File: config.mk
export PLATFORM = sky130hd
export DESIGN_NAME = modrm_agu
export DESIGN_NICKNAME = d
export VERILOG_FILES = /design/src/rtl/agu_pkg.sv /design/src/rtl/agu_dec16.sv /design/src/rtl/agu_dec32.sv /design/src/rtl/agu_sum.sv /design/src/rtl/modrm_agu.sv
export SDC_FILE = /design/constraint.sdc
export NUM_CORES = 1
export LEC_CHECK = 0
export BUFFER_PORTS_ARGS = -buffer_cell sky130_fd_sc_hd__buf_2
export CAP_MARGIN = 20
export CELL_PAD_IN_SITES_DETAIL_PLACEMENT = 0
export CELL_PAD_IN_SITES_GLOBAL_PLACEMENT = 1
export CORE_MARGIN = 10
export CORE_UTILIZATION = 39
export DETAILED_ROUTE_END_ITERATION = 10
export GPL_ROUTABILITY_DRIVEN = 0
export GPL_TIMING_DRIVEN = 1
export PLACE_DENSITY_LB_ADDON = 0.3
export SLEW_MARGIN = 40
export SYNTH_ARGS = -nofsm -noshare
export SYNTH_HDL_FRONTEND = slang
export SYNTH_SLANG_ARGS = --single-unit
File: constraint.sdc
create_clock -name clk -period 1.39 [get_ports clk]
set_clock_uncertainty 0.05 [all_clocks]
set_input_delay 0.0695 -clock clk [delete_from_list [all_inputs] [get_ports clk]]
set_output_delay 0.0695 -clock clk [all_outputs]
set_load 0.01 [all_outputs]
File: src/rtl/agu_pkg.sv
package agu_pkg;
   localparam int AGU_AW   = 32;
   localparam int AGU_NREG = 8;
   localparam int AGU_SELW = 3;

   typedef enum logic [2:0] {
      SEG_ES = 3'd0, SEG_CS = 3'd1, SEG_SS = 3'd2,
      SEG_DS = 3'd3, SEG_FS = 3'd4, SEG_GS = 3'd5
   } seg_e;

   localparam logic [AGU_SELW-1:0] GPR_BX = 3'd3;
   localparam logic [AGU_SELW-1:0] GPR_SP = 3'd4;
   localparam logic [AGU_SELW-1:0] GPR_BP = 3'd5;
   localparam logic [AGU_SELW-1:0] GPR_SI = 3'd6;
   localparam logic [AGU_SELW-1:0] GPR_DI = 3'd7;

   typedef struct packed {
      logic [AGU_SELW-1:0] sel_a;
      logic [AGU_SELW-1:0] sel_b;
      logic                use_a;
      logic                use_b;
      logic [1:0]          shift;
      logic [AGU_AW-1:0]   disp;
      seg_e                seg;
      logic                is_reg;
      logic                wrap16;
   } agu_ctl_t;
endpackage

File: src/rtl/agu_dec16.sv
module agu_dec16
   import agu_pkg::*;
(
   input  logic [1:0]  mode,
   input  logic [2:0]  rm,
   input  logic [15:0] disp16,
   output agu_ctl_t    ctl
);
   always_comb begin
      ctl        = '0;
      ctl.seg    = SEG_DS;
      ctl.wrap16 = 1'b1;
      ctl.is_reg = (mode == 2'b11);
      ctl.use_a  = 1'b1;
      case (rm)
         3'd0: begin ctl.sel_a = GPR_BX; ctl.sel_b = GPR_SI; ctl.use_b = 1'b1; end
         3'd1: begin ctl.sel_a = GPR_BX; ctl.sel_b = GPR_DI; ctl.use_b = 1'b1; end
         3'd2: begin ctl.sel_a = GPR_BP; ctl.sel_b = GPR_SI; ctl.use_b = 1'b1; end
         3'd3: begin ctl.sel_a = GPR_BP; ctl.sel_b = GPR_DI; ctl.use_b = 1'b1; end
         3'd4: ctl.sel_a = GPR_SI;
         3'd5: ctl.sel_a = GPR_DI;
         3'd6: ctl.sel_a = GPR_BP;
         default: ctl.sel_a = GPR_BX;
      endcase
      if (rm == 3'd2 || rm == 3'd3 || (rm == 3'd6 && mode != 2'b00))
         ctl.seg = SEG_SS;
      case (mode)
         2'b01:   ctl.disp = {{(AGU_AW-8){disp16[7]}}, disp16[7:0]};
         2'b10:   ctl.disp = {{(AGU_AW-16){1'b0}}, disp16};
         default: ctl.disp = '0;
      endcase
      if (mode == 2'b00 && rm == 3'd6) begin
         ctl.use_a = 1'b0;
         ctl.disp  = {{(AGU_AW-16){1'b0}}, disp16};
      end
      if (ctl.is_reg) begin
         ctl.use_a = 1'b0;
         ctl.use_b = 1'b0;
         ctl.disp  = '0;
         ctl.seg   = SEG_DS;
      end
   end
endmodule

File: src/rtl/agu_dec32.sv
module agu_dec32
   import agu_pkg::*;
(
   input  logic [1:0]        mode,
   input  logic [2:0]        rm,
   input  logic [1:0]        scale,
   input  logic [2:0]        index,
   input  logic [2:0]        base,
   input  logic [AGU_AW-1:0] disp,
   output agu_ctl_t          ctl
);
   logic sib, no_base, ss_base;

   always_comb begin
      ctl        = '0;
      ctl.seg    = SEG_DS;
      ctl.is_reg = (mode == 2'b11);
      sib        = (rm == GPR_SP);
      ctl.sel_a  = sib ? base : rm;
      ctl.sel_b  = index;
      ctl.shift  = scale;
      ctl.use_b  = sib && (index != GPR_SP);
      no_base    = (mode == 2'b00) && (ctl.sel_a == GPR_BP);
      ss_base    = (ctl.sel_a == GPR_BP) || (sib && base == GPR_SP);
      ctl.use_a  = !no_base;
      if (ss_base && !no_base)
         ctl.seg = SEG_SS;
      case (mode)
         2'b01:   ctl.disp = {{(AGU_AW-8){disp[7]}}, disp[7:0]};
         2'b10:   ctl.disp = disp;
         default: ctl.disp = no_base ? disp : '0;
      endcase
      if (ctl.is_reg) begin
         ctl.use_a = 1'b0;
         ctl.use_b = 1'b0;
         ctl.disp  = '0;
         ctl.seg   = SEG_DS;
      end
   end
endmodule

File: src/rtl/agu_sum.sv
module agu_sum #(
   parameter int AW  = 32,
   parameter int SHW = 2
) (
   input  logic [AW-1:0]  base_val,
   input  logic [AW-1:0]  index_val,
   input  logic [AW-1:0]  disp,
   input  logic           use_base,
   input  logic           use_index,
   input  logic [SHW-1:0] shift,
   input  logic           wrap16,
   output logic [AW-1:0]  ea
);
   logic [AW-1:0] base_t, index_t, raw;

   assign base_t  = use_base  ? base_val : '0;
   assign index_t = use_index ? (index_val << shift) : '0;
   assign raw     = base_t + index_t + disp;
   assign ea      = wrap16 ? {{(AW-16){1'b0}}, raw[15:0]} : raw;
endmodule

File: src/rtl/modrm_agu.sv
module modrm_agu
   import agu_pkg::*;
#(
   parameter int AW    = 32,
   parameter int NREG  = 8,
   parameter int SEGW  = 3,
   parameter bit EN_16 = 1'b1,
   localparam int SELW = $clog2(NREG)
) (
   input  logic            clk,
   input  logic            rst_n,
   input  logic            in_valid,
   input  logic            in_addr32,
   input  logic [1:0]      in_mod,
   input  logic [2:0]      in_rm,
   input  logic [1:0]      in_scale,
   input  logic [2:0]      in_index,
   input  logic [2:0]      in_base,
   input  logic [AW-1:0]   in_disp,
   input  logic            in_ovr_valid,
   input  logic [SEGW-1:0] in_ovr_seg,
   output logic [SELW-1:0] rd_a_sel,
   input  logic [AW-1:0]   rd_a_data,
   output logic [SELW-1:0] rd_b_sel,
   input  logic [AW-1:0]   rd_b_data,
   output logic            out_valid,
   output logic [AW-1:0]   out_ea,
   output logic [SEGW-1:0] out_seg,
   output logic            out_is_reg,
   output logic [SELW-1:0] out_reg_num
);
   if (AW != AGU_AW)     begin : g_bad_aw   $error("AW must match AGU_AW"); end
   if (NREG != AGU_NREG) begin : g_bad_nreg $error("NREG must be 8"); end
   if (SEGW != 3)        begin : g_bad_segw $error("SEGW must be 3"); end

   agu_ctl_t ctl16, ctl32, ctl;
   logic     use16;
   logic [AW-1:0] ea_c;
   logic [SEGW-1:0] seg_c;

   agu_dec32 u_dec32 (
      .mode(in_mod), .rm(in_rm), .scale(in_scale), .index(in_index),
      .base(in_base), .disp(in_disp), .ctl(ctl32)
   );

   if (EN_16) begin : g_with16
      agu_dec16 u_dec16 (
         .mode(in_mod), .rm(in_rm), .disp16(in_disp[15:0]), .ctl(ctl16)
      );
      assign use16 = !in_addr32;
   end else begin : g_no16
      assign ctl16 = '0;
      assign use16 = 1'b0;
   end

   assign ctl      = use16 ? ctl16 : ctl32;
   assign rd_a_sel = ctl.sel_a;
   assign rd_b_sel = ctl.sel_b;

   agu_sum #(.AW(AW), .SHW(2)) u_sum (
      .base_val(rd_a_data), .index_val(rd_b_data), .disp(ctl.disp),
      .use_base(ctl.use_a), .use_index(ctl.use_b), .shift(ctl.shift),
      .wrap16(ctl.wrap16), .ea(ea_c)
   );

   assign seg_c = in_ovr_valid ? in_ovr_seg : SEGW'(ctl.seg);

   always_ff @(posedge clk or negedge rst_n) begin
      if (!rst_n) begin
         out_valid   <= 1'b0;
         out_ea      <= '0;
         out_seg     <= '0;
         out_is_reg  <= 1'b0;
         out_reg_num <= '0;
      end else begin
         out_valid <= in_valid;
         if (in_valid) begin
            out_ea      <= ea_c;
            out_seg     <= seg_c;
            out_is_reg  <= ctl.is_reg;
            out_reg_num <= ctl.is_reg ? in_rm : '0;
         end
      end
   end
endmodule

==> metrics.txt <==
dominant combinational cell family by area after synthesis adder cells; Routed wire per std cell 17.84 um; leakage power total 4.375 nW; basic-gate share of the synthesized area counting and, or, nand and nor cells 0.1429; drt first pass iters 6; count of pins over their slew limit 0; root cell of the clock tree clkbuf_16; placed wire-length estimate 15.35 mm; Layout Utilization 0.6540; worst-skew pair later-pin latency 0.28 ns; synthesized area per cell 8.856 um2; Port Buf Inserts 162; # H-tree levels 2; width of the die 137.2 um; placed instance count 1061; area after detailed placement 0.007697 mm2; number of hold-slack violations in the final timing report 0; failing checks setup timing; max-cap viol count 0; critical path cell sequence buf_6 -> nor2b_4 -> a21oi_4 -> nor2_4 -> and2_4 -> nor3b_4 -> buf_12 -> buf_6 -> nand2_2 -> fa_1 -> inv_1 -> ha_4 -> a21oi_2 -> o21ai_2 -> o21ai_2 -> a41oi_4 -> o21ai_4 -> a31oi_4 -> o21ai_2 -> or4b_1 -> nand3_1; Yosys cell types 57; initial core utilization 0.4014; Power Dens Cells 791.6 mW/mm2; relative slew slack 0.6759; overall routed net length 19.60 mm; flip-flop and latch count after synthesis 40; total CTS buffers 5; drt initial violations 250; total of endpoints with negative setup slack in the final report 32; pin count of the biggest net entering global routing 51; data required time of the critical path 1.57 ns; data arrival time of the critical path 3.83 ns; layout cell share with drive strength beyond 1 0.5542; Min Clock Period, post-route 3.652 ns; Reg2Reg Setup Slack 0.16 ns; Most used DFF post-synth dfrtp_1; via count of the first global-routing pass 6236; number of antenna violations at the first check in global routing 2; largest register by flop count out_ea; TritonCTS clock tree built; part of the cycle the worst path needs 2.627; die area 0.01883 mm2; sequential standard cell area 0.001001 mm2; area delta synth->final 62.94%; count of placed standard cells in the final layout, fillers left out 1099; outcome complete, but fails checks; FFs w/ async S/R, synth 1.000; chip height 137.2 um; post-route cell area 0.008730 mm2; maximum buffer depth of the clock tree 2; register area share after synthesis 0.1868; worst vdd rail ir drop 0.4386 mV; Mapped Area 0.005358 mm2; wire length of the first global-routing pass 30.27 mm; adder-cell share of the synthesized area 0.1990; slew at the pin with the worst max-slew slack 0.4861 ns; vias per inst 5.207; max FFs per register 32; Core Box Area 0.01335 mm2; post-synthesis compound-gate area fraction 0.1901; number of top-level pins 163; worst hold path type in -> reg; count of flip-flops with a built-in enable after synthesis 0; PnR worst setup slack -2.262 ns; Tot GR Track Use 0.2007; count of vias placed by the detailed router 5723; number of cell rows 42; post-layout net count 1104; clock-pin slew on the worst setup and hold paths 0.07 ns; number of instances in the synthesized netlist 605; unrepaired setup endpoints after global routing true; most numerous cell on the critical path o21ai_2; cell with the largest stage delay on the worst path fa_1; CP Capture Type register; largest fanout on the critical path 7; number of fill cells 1120; GR Overflow Total 0; xor-xnor portion of the synthesized cell area 0.04344; Achievable Freq 273.8 MHz; post-detailed-route DRC marker count 0; Yosys Warn Count 0; delay contributed by the slowest stage of the critical path 0.54 ns; footprint of the multi-input gates 0.004676 mm2; final setup TNS -58.52 ns; residual antenna-violating net count after detailed routing 0; Setup crit start kind input pin; largest registers out_ea (32), out_reg_num (3), out_seg (3); share of cell area taken by muxes after synthesis 0.1506; kind of critical path in -> reg; nets in the synthesized netlist 788; CTS sink count 40
-- layout make-up --
class	count	share of cell area
Multi-Input combinational cell	451	0.5356
Timing Repair Buffer	343	0.2728
Sequential cell	40	0.1147
Inverter	80	0.03469
Tap cell	176	0.02523
Clock buffer	8	0.01677
Antenna cell	1	0.0002867
-- timing repair --
| item | CTS | global route |
|---|---|---|
| resized for setup | 74 | 49 |
| endpoints found under the setup margin | 32 | 33 |
| hold endpoints to repair | 19 | 0 |
| setup buffers | 21 | 11 |
| hold buffers | 4 | 0 |
| pin swaps | 64 | 64 |
| gates cloned | 1 | 0 |
-- stage by stage --
stage	hold slack, ns	power, mW	setup slack (ns)
4_1_cts	0.07017	6.661	-2.250
3_3_place_gp	0.002371	4.913	-2.614
3_5_place_dp	0.008917	5.001	-2.749
6_report	0.07361	6.911	-2.262
5_1_grt	0.07513	7.359	-2.394
2_1_floorplan	-0.2761	3.476	-2.334
-- cell usage in the layout (no fill, tap or decap), drive strengths merged, types with 6 or more instances in the layout --
master,n
a21o,21
nor2b,7
nand3,11
mux2,15
nand2b,7
fa,32
inv,80
mux4,27
o22ai,19
xor2,6
a211oi,7
buf,339
o21ai,27
xnor2,18
a31oi,9
clkbuf,8
nand2,71
nor2,17
a21oi,54
ha,34
and2,25
dfrtp,40
-- metal layers --
layer / GRT usage / wire, um
met5: 0 / 0
met3: 0.03460 / 967
met4: 0.06733 / 497
met1: 0.2221 / 7736
met2: 0.3773 / 10400
-- where the power goes --
part	leakage, nW	switching [mW]	internal (mW)
clock	0.0712	0.492	0.718
combinational	3.80	1.94	2.21
sequential	0.501	0.142	1.41
total	4.37	2.57	4.34
-- cell families after synthesis --
family	count (synthesis)
AO/OA/AOI/OAI	158
XOR/XNOR	25
buffers and inverters	114
AND/OR/NAND/NOR	157
multiplexers	45
flip-flops	40
adder cells (fa/ha/maj)	66
-- cell usage after synthesis, types with 3 or more instances --
library cell  instances  area, um2
a211oi_1              5      37.54
a21o_1               17      127.6
a21o_2                4      35.03
a21oi_1              53      265.3
a31oi_1               8      50.05
and2_1               23      143.9
buf_1                 4      15.01
buf_2                 5      25.02
buf_4                 6      45.04
clkbuf_1             18      67.56
dfrtp_1              40       1001
fa_1                 32      640.6
ha_1                 34      425.4
inv_1                80      300.3
mux2_2               15      168.9
mux2i_1               3      30.03
mux4_2               27      608.1
nand2_1              71      266.5
nand2b_1              7      43.79
nand3_1              11      55.05
nand4_1               3      18.77
nor2_1               17      63.81
nor2b_1               7      43.79
nor3b_1               3      22.52
o211ai_1              3      22.52
o21ai_0              22      110.1
o21ai_2               4      35.03
o21bai_1              4      30.03
o22ai_1              19      118.9
o32ai_1               3      26.28
xnor2_1              18      157.7
xor2_1                6      52.55
-- worst max-delay path: cells and delay by family --
family                     cells  cell delay (ns)
buffers and inverters          4             0.45
adders and majority gates      2             0.83
AOI/OAI and AO/OA              8             1.17
and+or+nand+nor                7             1.27
-- path summary, 6_finish.rpt --
check	endpoint	cells after the start	from
max reg2reg	out_seg[1]	3	out_seg[1]
min	out_seg[0]	4	in_ovr_seg[0]
min reg2reg	out_seg[0]	1	out_seg[0]
min in group asynchronous	out_ea[13]	2	rst_n
max in group asynchronous	out_ea[7]	3	rst_n
max	out_ea[30]	21	in_base[2]
Note: power is estimated with default switching activity, not from simulation.
